==> config.mk <==
export PLATFORM = sky130hd
export DESIGN_NAME = fpop_decoder
export DESIGN_NICKNAME = d
export VERILOG_FILES = /design/src/rtl/fpop_dec_pkg.sv /design/src/rtl/fpop_opf_table.sv /design/src/rtl/fpop_reg_align.sv /design/src/rtl/fpop_decoder.sv
export SDC_FILE = /design/constraint.sdc
export NUM_CORES = 1
export LEC_CHECK = 0
export BUFFER_PORTS_ARGS = -buffer_cell sky130_fd_sc_hd__buf_2
export CORE_ASPECT_RATIO = 1.4
export CORE_UTILIZATION = 51
export DETAILED_ROUTE_END_ITERATION = 16
export PLACE_DENSITY = 0.93
export SLEW_MARGIN = 20
export SYNTH_ARGS = -nofsm -noshare
export SYNTH_HDL_FRONTEND = slang
export SYNTH_SLANG_ARGS = --single-unit
==> constraint.sdc <==
create_clock -name clk -period 1.8 [get_ports clk]
set_input_delay 0 -clock clk [delete_from_list [all_inputs] [get_ports clk]]
set_output_delay 0 -clock clk [all_outputs]
set_load 0.01 [all_outputs]
==> src/rtl/fpop_dec_pkg.sv <==
package fpop_dec_pkg;
    localparam int INSN_W   = 32;
    localparam int REG_W    = 5;
    localparam int OPF_W    = 9;
    localparam int OP_W     = 4;
    localparam int TRAP_W   = 3;
    localparam int NUM_ARGS = 3;

    localparam logic [INSN_W-1:0] CLASS_MASK  = 32'hC1F8_0000;
    localparam logic [INSN_W-1:0] CLASS_ARITH = 32'h81A0_0000;
    localparam logic [INSN_W-1:0] CLASS_CMP   = 32'h81A8_0000;
    localparam logic [TRAP_W-1:0] TT_BAD_REG  = 3'd6;

    typedef enum logic [1:0] {PREC_NONE, PREC_SGL, PREC_DBL, PREC_QUAD} prec_e;

    typedef enum logic [1:0] {ARG_NONE, ARG_RS1, ARG_RS2, ARG_RD} arg_e;

    typedef enum logic [OP_W-1:0] {
        OP_NONE = 4'd0, OP_MOV  = 4'd1, OP_NEG  = 4'd2,  OP_ABS  = 4'd3,
        OP_SQRT = 4'd4, OP_ADD  = 4'd5, OP_SUB  = 4'd6,  OP_MUL  = 4'd7,
        OP_DIV  = 4'd8, OP_WMUL = 4'd9, OP_CMP  = 4'd10, OP_CMPX = 4'd11
    } fop_e;

    typedef struct packed {
        fop_e  op;
        prec_e p_rs1;
        prec_e p_rs2;
        prec_e p_rd;
    } opinfo_t;
endpackage

==> src/rtl/fpop_opf_table.sv <==
module fpop_opf_table
    import fpop_dec_pkg::*;
(
    input  logic             is_arith,
    input  logic             is_cmp,
    input  logic [OPF_W-1:0] opf,
    output opinfo_t          info,
    output logic             known
);
    // precision selected by the low two opcode bits for the sized families
    prec_e sized;

    always_comb begin
        unique case (opf[1:0])
            2'd1:    sized = PREC_SGL;
            2'd2:    sized = PREC_DBL;
            2'd3:    sized = PREC_QUAD;
            default: sized = PREC_NONE;
        endcase
    end

    always_comb begin
        info  = '0;
        known = 1'b1;
        if (is_arith) begin
            case (opf)
                9'h001: info = '{OP_MOV, PREC_NONE, PREC_SGL, PREC_SGL};
                9'h005: info = '{OP_NEG, PREC_NONE, PREC_SGL, PREC_SGL};
                9'h009: info = '{OP_ABS, PREC_NONE, PREC_SGL, PREC_SGL};
                9'h029, 9'h02A, 9'h02B:
                        info = '{OP_SQRT, PREC_NONE, sized, sized};
                9'h041, 9'h042, 9'h043:
                        info = '{OP_ADD, sized, sized, sized};
                9'h045, 9'h046, 9'h047:
                        info = '{OP_SUB, sized, sized, sized};
                9'h049, 9'h04A, 9'h04B:
                        info = '{OP_MUL, sized, sized, sized};
                9'h04D, 9'h04E, 9'h04F:
                        info = '{OP_DIV, sized, sized, sized};
                9'h069: info = '{OP_WMUL, PREC_SGL, PREC_SGL, PREC_DBL};
                9'h06E: info = '{OP_WMUL, PREC_DBL, PREC_DBL, PREC_QUAD};
                default: known = 1'b0;
            endcase
        end else if (is_cmp) begin
            case (opf)
                9'h051, 9'h052, 9'h053:
                        info = '{OP_CMP, sized, sized, PREC_NONE};
                9'h055, 9'h056, 9'h057:
                        info = '{OP_CMPX, sized, sized, PREC_NONE};
                default: known = 1'b0;
            endcase
        end else begin
            known = 1'b0;
        end
        if (!known) info = '0;
    end
endmodule

==> src/rtl/fpop_reg_align.sv <==
module fpop_reg_align
    import fpop_dec_pkg::*;
#(
    parameter int REG_BITS = 5,
    parameter bit ALLOW_CC = 1'b0
) (
    input  prec_e               prec,
    input  logic [REG_BITS-1:0] idx,
    output logic                bad
);
    always_comb begin
        unique case (prec)
            PREC_NONE: bad = ALLOW_CC && (idx != '0);
            PREC_SGL:  bad = 1'b0;
            PREC_DBL:  bad = idx[0];
            PREC_QUAD: bad = |idx[1:0];
            default:   bad = 1'b0;
        endcase
    end
endmodule

==> src/rtl/fpop_decoder.sv <==
module fpop_decoder
    import fpop_dec_pkg::*;
(
    input  logic              clk,
    input  logic              rst_n,
    input  logic              in_valid,
    input  logic [INSN_W-1:0] instr,
    output logic              out_valid,
    output logic [OP_W-1:0]   op,
    output logic [1:0]        prec_rs1,
    output logic [1:0]        prec_rs2,
    output logic [1:0]        prec_rd,
    output logic [REG_W-1:0]  rs1_idx,
    output logic [REG_W-1:0]  rs2_idx,
    output logic [REG_W-1:0]  rd_idx,
    output logic              illegal,
    output logic              bad_reg,
    output logic [1:0]        bad_field,
    output logic [TRAP_W-1:0] trap_type
);
    typedef enum logic {ST_IDLE, ST_REPORT} state_e;

    state_e state_q, state_d;

    // ---------------- class and opcode decode ----------------
    logic    is_arith, is_cmp, known;
    opinfo_t info;

    assign is_arith = (instr & CLASS_MASK) == CLASS_ARITH;
    assign is_cmp   = (instr & CLASS_MASK) == CLASS_CMP;

    fpop_opf_table u_table (
        .is_arith (is_arith),
        .is_cmp   (is_cmp),
        .opf      (instr[13:5]),
        .info     (info),
        .known    (known)
    );

    // ---------------- per-operand alignment ----------------
    prec_e            prec_arr [NUM_ARGS];
    logic [REG_W-1:0] idx_arr  [NUM_ARGS];
    logic [NUM_ARGS-1:0] bad_arr;

    assign prec_arr[0] = info.p_rs1;
    assign prec_arr[1] = info.p_rs2;
    assign prec_arr[2] = info.p_rd;
    assign idx_arr[0]  = instr[18:14];
    assign idx_arr[1]  = instr[4:0];
    assign idx_arr[2]  = instr[29:25];

    for (genvar g = 0; g < NUM_ARGS; g++) begin : g_arg
        fpop_reg_align #(
            .REG_BITS (REG_W),
            .ALLOW_CC (g == NUM_ARGS - 1)
        ) u_align (
            .prec (prec_arr[g]),
            .idx  (idx_arr[g]),
            .bad  (bad_arr[g])
        );
    end

    // lowest-numbered failing operand wins
    arg_e first_bad;
    always_comb begin
        first_bad = ARG_NONE;
        for (int k = NUM_ARGS - 1; k >= 0; k--) begin
            if (known && bad_arr[k]) first_bad = arg_e'(k + 1);
        end
    end

    // ---------------- state register ----------------
    always_ff @(posedge clk or negedge rst_n) begin
        if (!rst_n) state_q <= ST_IDLE;
        else        state_q <= state_d;
    end

    always_comb begin
        state_d = state_q;
        unique case (state_q)
            ST_IDLE:   if (in_valid)  state_d = ST_REPORT;
            ST_REPORT: if (!in_valid) state_d = ST_IDLE;
            default:   state_d = ST_IDLE;
        endcase
    end

    assign out_valid = (state_q == ST_REPORT);

    // ---------------- result registers ----------------
    always_ff @(posedge clk or negedge rst_n) begin
        if (!rst_n) begin
            op        <= '0;
            prec_rs1  <= '0;
            prec_rs2  <= '0;
            prec_rd   <= '0;
            rs1_idx   <= '0;
            rs2_idx   <= '0;
            rd_idx    <= '0;
            illegal   <= 1'b0;
            bad_reg   <= 1'b0;
            bad_field <= '0;
            trap_type <= '0;
        end else if (in_valid) begin
            op        <= info.op;
            prec_rs1  <= info.p_rs1;
            prec_rs2  <= info.p_rs2;
            prec_rd   <= info.p_rd;
            rs1_idx   <= idx_arr[0];
            rs2_idx   <= idx_arr[1];
            rd_idx    <= idx_arr[2];
            illegal   <= !known;
            bad_reg   <= (first_bad != ARG_NONE);
            bad_field <= first_bad;
            trap_type <= (first_bad != ARG_NONE) ? TT_BAD_REG : '0;
        end
    end

    // ---------------- assertions ----------------

    valid_follow_chk: assert property (@(posedge clk) disable iff (!rst_n)
        in_valid |=> out_valid);

    valid_idle_chk: assert property (@(posedge clk) disable iff (!rst_n)
        !in_valid |=> !out_valid);

    rs1_field_chk: assert property (@(posedge clk) disable iff (!rst_n)
        in_valid |=> rs1_idx == $past(instr[18:14]));

    trap_code_chk: assert property (@(posedge clk) disable iff (!rst_n)
        (out_valid && bad_reg) |-> trap_type == TT_BAD_REG);

    trap_clear_chk: assert property (@(posedge clk) disable iff (!rst_n)
        (out_valid && !bad_reg) |-> trap_type == '0);

    illegal_excl_chk: assert property (@(posedge clk) disable iff (!rst_n)
        (out_valid && illegal) |-> (!bad_reg && op == '0));
endmodule

# Word-level counts from Yosys, hierarchy flattened
# Index checks and enable logic that the tools add are counted.
[totals]
reg_bits = 33
latch_bits = 0
ram_bits = 0
mem_bits_ro = 0
wordCells = 93
memories = 0
[classes]
n_addsub = 0
mul = 0
div_mod_pow = 0
magnitude_cmp = 0
n_eq_ne = 40
shift = 0
muxes = 18
n_bitwise = 0
reduce_logical = 23
[op_table]
columns = ["operator", "n"]
rows = [
  ["9-bit by 7-bit == test with 1-bit output (second input constant)", 20],
  ["10-bit case mux with 10 select lines", 1],
  ["10-bit two-way mux", 3],
  ["9-bit by 6-bit == test with 1-bit output (second input constant)", 3],
  ["3-bit OR reduction", 7],
  ["10-bit case mux with 2 select lines", 1],
  ["20-bit OR reduction", 1],
  ["2-bit == test (second input constant)", 8],
  ["8-bit == test (second input constant)", 2],
  ["2-bit OR reduction", 5],
  ["9-bit by 1-bit == test with 1-bit output (second input constant)", 1],
  ["9-bit by 3-bit == test with 1-bit output (second input constant)", 1],
  ["9-bit by 4-bit == test with 1-bit output (second input constant)", 1],
  ["2-bit by 1-bit == test with 1-bit output (second input constant)", 4],
  ["2-bit zero test", 3],
  ["2-bit two-way mux", 3],
  ["1-bit case mux with 3 select lines", 2],
  ["2-bit case mux with 3 select lines", 1],
  ["6-bit OR reduction", 1],
  ["1-bit two-way mux", 5],
  ["5-bit nonzero test", 1],
  ["1-bit case mux with 4 select lines", 1],
  ["1-bit logical AND", 3],
  ["3-bit two-way mux", 1],
  ["2 further kinds", 2],
]

# Longest topological paths before layout
# Gate-level depths: netlist of run 1.
[depth]
ltp_word = 14
mapped_depth = 7
ltp_nobuf = 6

# Hierarchy
# A second synthesis of run 1 with hierarchy kept.
[hier_totals]
cells_unflattened = 156
area_unflattened_um2 = 1662.8
[by_module_without_submodules]
columns = ["module", "n_inst", "cells_each", "area_each_um2", "seq_area_each_um2"]
rows = [
  ["fpop_decoder", 1, 82, 1194.9, 750.7],
  ["fpop_opf_table", 1, 65, 405.4, 0.0],
  ["fpop_reg_align (g_arg[2].u_align)", 1, 5, 40.0, 0.0],
  ["fpop_reg_align (g_arg[0].u_align ...)", 2, 2, 11.3, 0.0],
]

# Worst setup path after synthesis of run 1
# OpenSTA, ideal clock, no wires.
[synth_timing]
path_kind = "in2reg"
start = "input port instr[12]"
end = "register bad_field[0]"
setup_ns = 0.121
arrival_time_ns = 1.880
t_required_ns = 1.679
setup_slack_ns = -0.201
path_stages = 6
cell_sequence = "or4b_4 or4_4 a41o_1 a222oi_1 o21ba_1 o22a_1"
[synth_between]
elab_chain_cells = 12
elab_cells_between_ends = 67
cone_classes = "eq/ne: 35; mux: 15; reduce/logical: 17"
[synth_lines]
columns = ["element", "line", "text"]
rows = [
  ["from (decl)", "fpop_decoder.sv:7", "input logic [INSN_W-1:0] instr,"],
  ["9-bit by 7-bit == test with 1-bit output", "fpop_opf_table.sv:45", "case (opf)"],
  ["3-bit OR reduction, or another cell as far along", "fpop_opf_table.sv:45", ""],
  ["10-bit case mux with 2 select lines / 1-bit two-way mux (equally long branches)", "fpop_opf_table.sv:45", ""],
  ["10-bit two-way mux / 1-bit two-way mux (equally long branches)", "fpop_opf_table.sv:44", "end else if (is_cmp) begin"],
  ["10-bit two-way mux / 1-bit two-way mux (equally long branches)", "fpop_opf_table.sv:25", "if (is_arith) begin"],
  ["10-bit two-way mux", "fpop_opf_table.sv:55", "if (!known) info = '0;"],
  ["2-bit by 1-bit == test with 1-bit output, or another cell as far along", "fpop_reg_align.sv:12", "unique case (prec)"],
  ["2-bit OR reduction (no line) / 1-bit case mux with 4 select lines (equally long branches)", "n/a", ""],
  ["1-bit case mux with 3 select lines / 1-bit logical AND (equally long branches)", "fpop_reg_align.sv:12, fpop_decoder.sv:68", ""],
  ["1-bit logical AND / 2-bit two-way mux (equally long branches)", "fpop_decoder.sv:68", "if (known && bad_arr[k]) first_bad = arg_e'(k + 1);"],
  ["2-bit two-way mux", "fpop_decoder.sv:68", ""],
  ["2-bit two-way mux (*)", "fpop_decoder.sv:68", ""],
  ["to (signal assigned)", "fpop_decoder.sv:113", "bad_field <= first_bad;"],
  ["to (decl)", "fpop_decoder.sv:18", "output logic [1:0] bad_field,"],
]
# Mark *: on every way between the ends. The rest lies on a longest branch, timed or not.
# A chain may end at the register's enable or synchronous reset.

# Final worst setup path of run 1
[layout_timing]
start = "input port instr[13]"
end = "register bad_field[1]"
# Same word-level chain as after synthesis.

==> results of run 1 <==
==> power by group <==
part	switching (mW)	internal, mW
sequential	0.0222	0.714
clock	0.262	0.307
combinational	0.157	0.167
total	0.441	1.19
==> area by class of cell <==
type / count / area [um^2] / area share (%)
multi-input cells: 108 / 849.6 / 33.60
flip-flops and latches: 30 / 750.7 / 29.69
repair buffers: 114 / 747.0 / 29.54
clock buffers: 6 / 82.58 / 3.266
well taps: 39 / 48.80 / 1.930
inverters: 10 / 37.54 / 1.484
clock inverters: 2 / 12.51 / 0.4948
==> cells in the final DEF (no fill, tap or decap), types with 5 or more instances in the layout <==
master / Yosys / final
inv_1: 10 / 10
buf_4: 3 / 32
dfrtp_1: 30 / 30
nand3_1: 5 / 5
nor2_1: 5 / 5
o21ai_0: 7 / 7
a21oi_1: 5 / 5
buf_2: 0 / 65
clkbuf_8: 0 / 6
nand2_1: 9 / 9
dlygate4sd3_1: 0 / 15
mux2_2: 21 / 21
==> path summary, 6_finish.rpt <==
check,end,cells after the start
setup / recovery,bad_field[1]$_DFFE_PN0P_,8
hold / removal,rd_idx[0]$_DFFE_PN0P_,2
setup reg to reg,rs2_idx[4]$_DFFE_PN0P_,1
hold reg to reg,bad_field[0]$_DFFE_PN0P_,1
max in group asynchronous,rs2_idx[3]$_DFFE_PN0P_,2
min in group asynchronous,op[0]$_DFFE_PN0P_,2
==> timing repair <==
action / 4_1_cts / 5_1_grt
hold buffers: 15 / 0
gates cloned: 0 / 0
resized for setup: 3 / 2
setup endpoints to repair: 3 / 3
hold endpoints to repair: 44 / 0
buffers inserted: 1 / 0
pin swaps: 2 / 1
==> through the flow <==
stage               util [%]    TNS, ns  cell area, um^2  hold WS [ns]
detailed placement     72.69     -1.066             2248       0.06988
finish                 81.76  -0.005688             2529      0.009598
global route           81.76    -0.2893             2529      0.009764
CTS                    81.55          0             2522       0.01060
global placement       72.69     -1.103             2248       0.06358
floorplan                  -    -0.1737             1677       -0.2956
==> metal layers <==
| metal | GRT usage [%] | wire length (um) | vias up |
|---|---|---|---|
| met2 | 58.52 | 2826 | 80 |
| met1 | 32.28 | 1792 | 790 |
| met3 | 9.211 | 300 | 28 |
| li1 | - | - | 814 |
| met5 | 0 | 0 | - |
| met4 | 19.05 | 244 | 0 |
==> logic make-up (layout without fill, tap and decap cells) <==
logic type                after synthesis  in the layout  synth area share (%)
AOI/OAI and AO/OA                      35             35                 14.88
xor gates and xnor gates                1              1                0.5288
buffers and inverters                  23            132                 5.892
DFF                                    30             30                 45.32
muxes                                  22             22                 14.88
other                                   1              1                0.2264
and+or+nand+nor                        49             49                 18.28
==> registers in the layout (all words and copies together) (netlist names) <==
signal	count
prec_rd	2
out_valid	1
op	4
illegal	1
bad_field	2
trap_type	1
prec_rs1	2
prec_rs2	2
rs2_idx	5
rs1_idx	5
rd_idx	5
==> metrics.yaml, run 1 <==
min_from: "instr[25]"
hold_viol: 0
timing.critical_path.cells: "buf_6 > or4b_4 > or4_4 > a41o_1 > a222oi_1 > buf_4 > nor3_1 > o22ai_1"
port_buffers: 66
grt.overflow.total: 0
powerDensity_nw_per_um2: 643.9
status: "finished, violations left"
cp_top_family: "simple AND/OR/NAND/NOR gates"
crit_fanout: 4
violations: "DRC, setup timing"
pre_cts_ws_ns: -0.3389
h-tree-depth: 2
synth_most_common_cell: "dfrtp_1"
synthArstFlopShare_pct: 100.0
path_class: "in2reg"
rsz0062_at_grt: "true"
total_power_mw: 1.628
crit_path_start_kind: "primary input"
setup_viol: 1
fin_crit_sh_pct: 100.3
cp_slowest_cell: "or4b_4"
clkSlewWorstSetupHoldPaths_ns: 0.06
layout_setup_ws_ns: -0.005688
crit_path_start: "instr[13]"
ys_seq_area_share_pct: 45.32
worstMarginPinSlew_ns: 0.6564
stdcell_count: 309
synth_top_cell_area_share_pct: 45.32
yosysWarnings: 0
grt_pass1_wl_mm: 8.424
fillers: 198
r2r_slack_ns: 0.99
skew_ns: 0
critPathMaxStageDelay_ns: 0.56
cp-end-kind: "flip-flop"
ys_ff_latch: 30
yosys-top-cells-count: "30 x dfrtp_1, 21 x mux2_2, 10 x inv_1"
hp-class: "in2reg"
wl_per_cell_um: 16.71
ir_drop_mv: 0.7298
ioPinCount: 68
clock_path_buffers: 2
max_freq_ghz: 0.5538
ys_types: 49
drive_above_1_share_pct: 51.11
antenna_cells: 0
cts_sinks: 30
place_congestion: 0.9501
grt_max_degree: 37
clockRootBuffer: "clkbuf_8"
clock_latency_ns: 0.28
fin_nets: 304
start_util_pct: 53.56
ant_nets: 0
synth_area_per_cell_um2: 10.29
cts_tree: "done"
synthTopCellsByArea: "dfrtp_1 45%, mux2_2 14%, inv_1 2.3%, o21ai_0 2.1%, nand2_1 2.0%"
antenna_found_initial: 0
yosys_most_used_dff: "dfrtp_1"
via_per_inst: 5.540
die_area_um2: 3483
finalCriticalPeriod_ns: 1.806
die_h_um: 69.44
syn_to_final_growth_pct: 52.64
cts_buffers: 5
r2r-start: "rs2_idx[4]$_DFFE_PN0P_"
syn_nets: 196
cp.required_ns: 1.99
grt_pass1_vias: 1862
first_pass_iters: 10
crit_buf_inv: 2
maxSlewViolCount: 0
synth_area_leader_cell: "dfrtp_1"
row_count: 24
placed_cells: 285
slew_headroom_pct: 56.24
dp_hpwl_mm: 3.493
leakage_nw: 1.243
synth_edf_count: 0
initialDrtViolationCount: 39
core-area_um2: 3093
wirelength_mm: 5.163
drc: 2
dr_total_vias: 1712
synthCells: 161
die_w_um: 50.17
synthesis.area_um2: 1657
grt_usage_pct: 32.77
cp.arrival_ns: 2.00
maxCapViolations: 0
No activity file was read; power rests on OpenSTA's default activity.
==> run 2, diff against run 1 <==
--- a/config.mk
+++ b/config.mk
@@ -7,9 +7,10 @@
 export LEC_CHECK = 0
 export BUFFER_PORTS_ARGS = -buffer_cell sky130_fd_sc_hd__buf_2
 export CORE_ASPECT_RATIO = 1.4
-export CORE_UTILIZATION = 51
+export CORE_UTILIZATION = 43
 export DETAILED_ROUTE_END_ITERATION = 16
-export PLACE_DENSITY = 0.93
+export PLACE_DENSITY = 0.82
+export SETUP_SLACK_MARGIN = 0.1
 export SLEW_MARGIN = 20
 export SYNTH_ARGS = -nofsm -noshare
 export SYNTH_HDL_FRONTEND = slang
==> run 2 against run 1 <==
The run now ends clean. Final cell count increased by 1.6%. Sequential share of layout area fell by 0.38 points. Combinational power down 1%. Worst setup slack improved by 0.033 ns. Wire length is 11% lower. Power fell by 0.82%. Maximum frequency increased by 1.9%. Clock power fell by 1%. First-iteration DRC count increased by 13%. Non-clock buffer count increased by 2. Die area up 18%. Highest routed layer unchanged.
==> metrics.yaml, run 2 (synthesized netlist as in run 1, its figures left out) <==
cts_sinks: 30
grt_pass1_wl_mm: 7.465
crit_fanout: 4
cp_top_family: "simple AND/OR/NAND/NOR gates"
place_congestion: 0.8659
fin_crit_sh_pct: 98.49
tns_ns: 0
grt_pass1_vias: 1682
syn_to_final_growth_pct: 54.61
leakage_nw: 1.256
setup_viol: 0
cp.arrival_ns: 1.94
ir_drop_mv: 0.7317
cp-end-kind: "flip-flop"
crit_buf_inv: 1
maxSlewViolCount: 0
clock_path_buffers: 2
hold_depth: 2
r2r_cells: 1
antenna_found_initial: 0
cp_slowest_cell: "or4b_4"
row_count: 26
grt_max_degree: 37
powerDensity_nw_per_um2: 630.6
internal_power_mw: 1.190
cts_buffers: 5
reg_top3: "rd_idx: 5 flops, rs1_idx: 5 flops, rs2_idx: 5 flops"
wirelength_mm: 4.593
via_per_inst: 5.369
crit_path_start_kind: "primary input"
ant_nets: 0
maxCapViolations: 0
start_util_pct: 45.06
final_common_cell: "buf_2"
dp_hpwl_mm: 3.372
grt.overflow.total: 0
pwr-share-seq_pct: 45.5
clkSlewWorstSetupHoldPaths_ns: 0.06
critPathMaxStageDelay_ns: 0.56
fin_hold_ws_ns: 0.008519
p_clk_share_pct: 34.7
slew_headroom_pct: 54.56
skew_ns: 0
combinationalPowerShare_pct: 19.8
antenna_cells: 0
die_area_um2: 4108
swShare_pct: 26.29
die_h_um: 75.44
drc: 0
path_depth: 7
die_w_um: 54.46
layout_common_cells: "64 x buf_2, 34 x buf_4, 30 x dfrtp_1"
cp.required_ns: 1.97
path_class: "in2reg"
max_freq_ghz: 0.5641
port_buffers: 66
drive_above_1_share_pct: 51.47
switchingPower_mw: 0.4246
timing.critical_path.cells: "buf_6 > or4b_4 > or4_4 > a41o_1 > a222oi_1 > o21ba_1 > o22a_1"
grt_usage_pct: 25.00
fillers: 282
rsz0062_at_grt: "true"
fin_nets: 306
wl_per_cell_um: 14.63
h-tree-depth: 2
status: "completed"
initialDrtViolationCount: 44
hold_viol: 0
finalCriticalPeriod_ns: 1.773
clockRootBuffer: "clkbuf_8"
first_pass_iters: 4
cts_tree: "done"
clock_latency_ns: 0.28
ioPinCount: 68
hp-class: "in2reg"
core-area_um2: 3676
worstMarginPinSlew_ns: 0.6815
dr_total_vias: 1686
-- run 2: power by group through the flow --
stage | registers (mW) | clock network (mW) | logic [mW]
2_1_floorplan | 0.765 | 0 | 0.112
3_3_place_gp | 0.743 | 0 | 0.281
3_5_place_dp | 0.746 | 0 | 0.285
4_1_cts | 0.734 | 0.569 | 0.316
5_1_grt | 0.738 | 0.589 | 0.350
6_report | 0.735 | 0.561 | 0.319
-- run 2: routing by layer --
layer  vias up  global-route usage [%]  part of all wire, %
met1       801                   30.41                   39
met2        55                   42.28                   54
li1        813                       -                    -
met3        17                   4.591                  4.8
met5         -                       0                    0
met4         0                   10.83                  2.9
-- run 2: timing repair --
item	CTS	global route
setup endpoints to repair	3	3
setup buffers	1	1
pin swaps	3	1
resized for setup	4	2
endpoints found under the hold margin	44	0
hold buffers	15	0
-- run 2: cell type report --
class	count	area, um^2	area share, %
multi-input cells	108	857.1	33.46
repair buffers	116	768.2	30.00
flip-flops and latches	30	750.7	29.31
clock buffers	6	82.58	3.224
well taps	42	52.55	2.052
inverters	10	37.54	1.466
clock inverters	2	12.51	0.4885
-- run 2: final timing paths --
check	end	slack (ns)	startpoint
worst max-delay path	bad_field[0]$_DFFE_PN0P_	0.03	instr[12]
worst min-delay path	rd_idx[1]$_DFFE_PN0P_	0.009	instr[26]
worst max register to register	rd_idx[0]$_DFFE_PN0P_	1.02	rd_idx[0]$_DFFE_PN0P_
worst min register to register	rs2_idx[1]$_DFFE_PN0P_	0.50	rs2_idx[1]$_DFFE_PN0P_
max in group asynchronous	out_valid$_DFF_PN0_	1.11	rst_n
min in group asynchronous	prec_rs1[0]$_DFFE_PN0P_	0.27	rst_n
-- run 2: metrics by stage --
stage | instance area (um^2) | util (%) | setup WS [ns] | total power, mW | std cells
final | 2561 | 69.67 | 0.02724 | 1.615 | 314
after global routing | 2561 | 69.67 | -0.07066 | 1.677 | 314
after detailed placement | 2260 | 61.47 | -0.3160 | 1.031 | 289
after CTS | 2539 | 69.06 | 0.03606 | 1.619 | 313
after floorplan | 1677 | - | -0.1411 | 0.8775 | 161
after global placement | 2260 | 61.47 | -0.3430 | 1.024 | 289
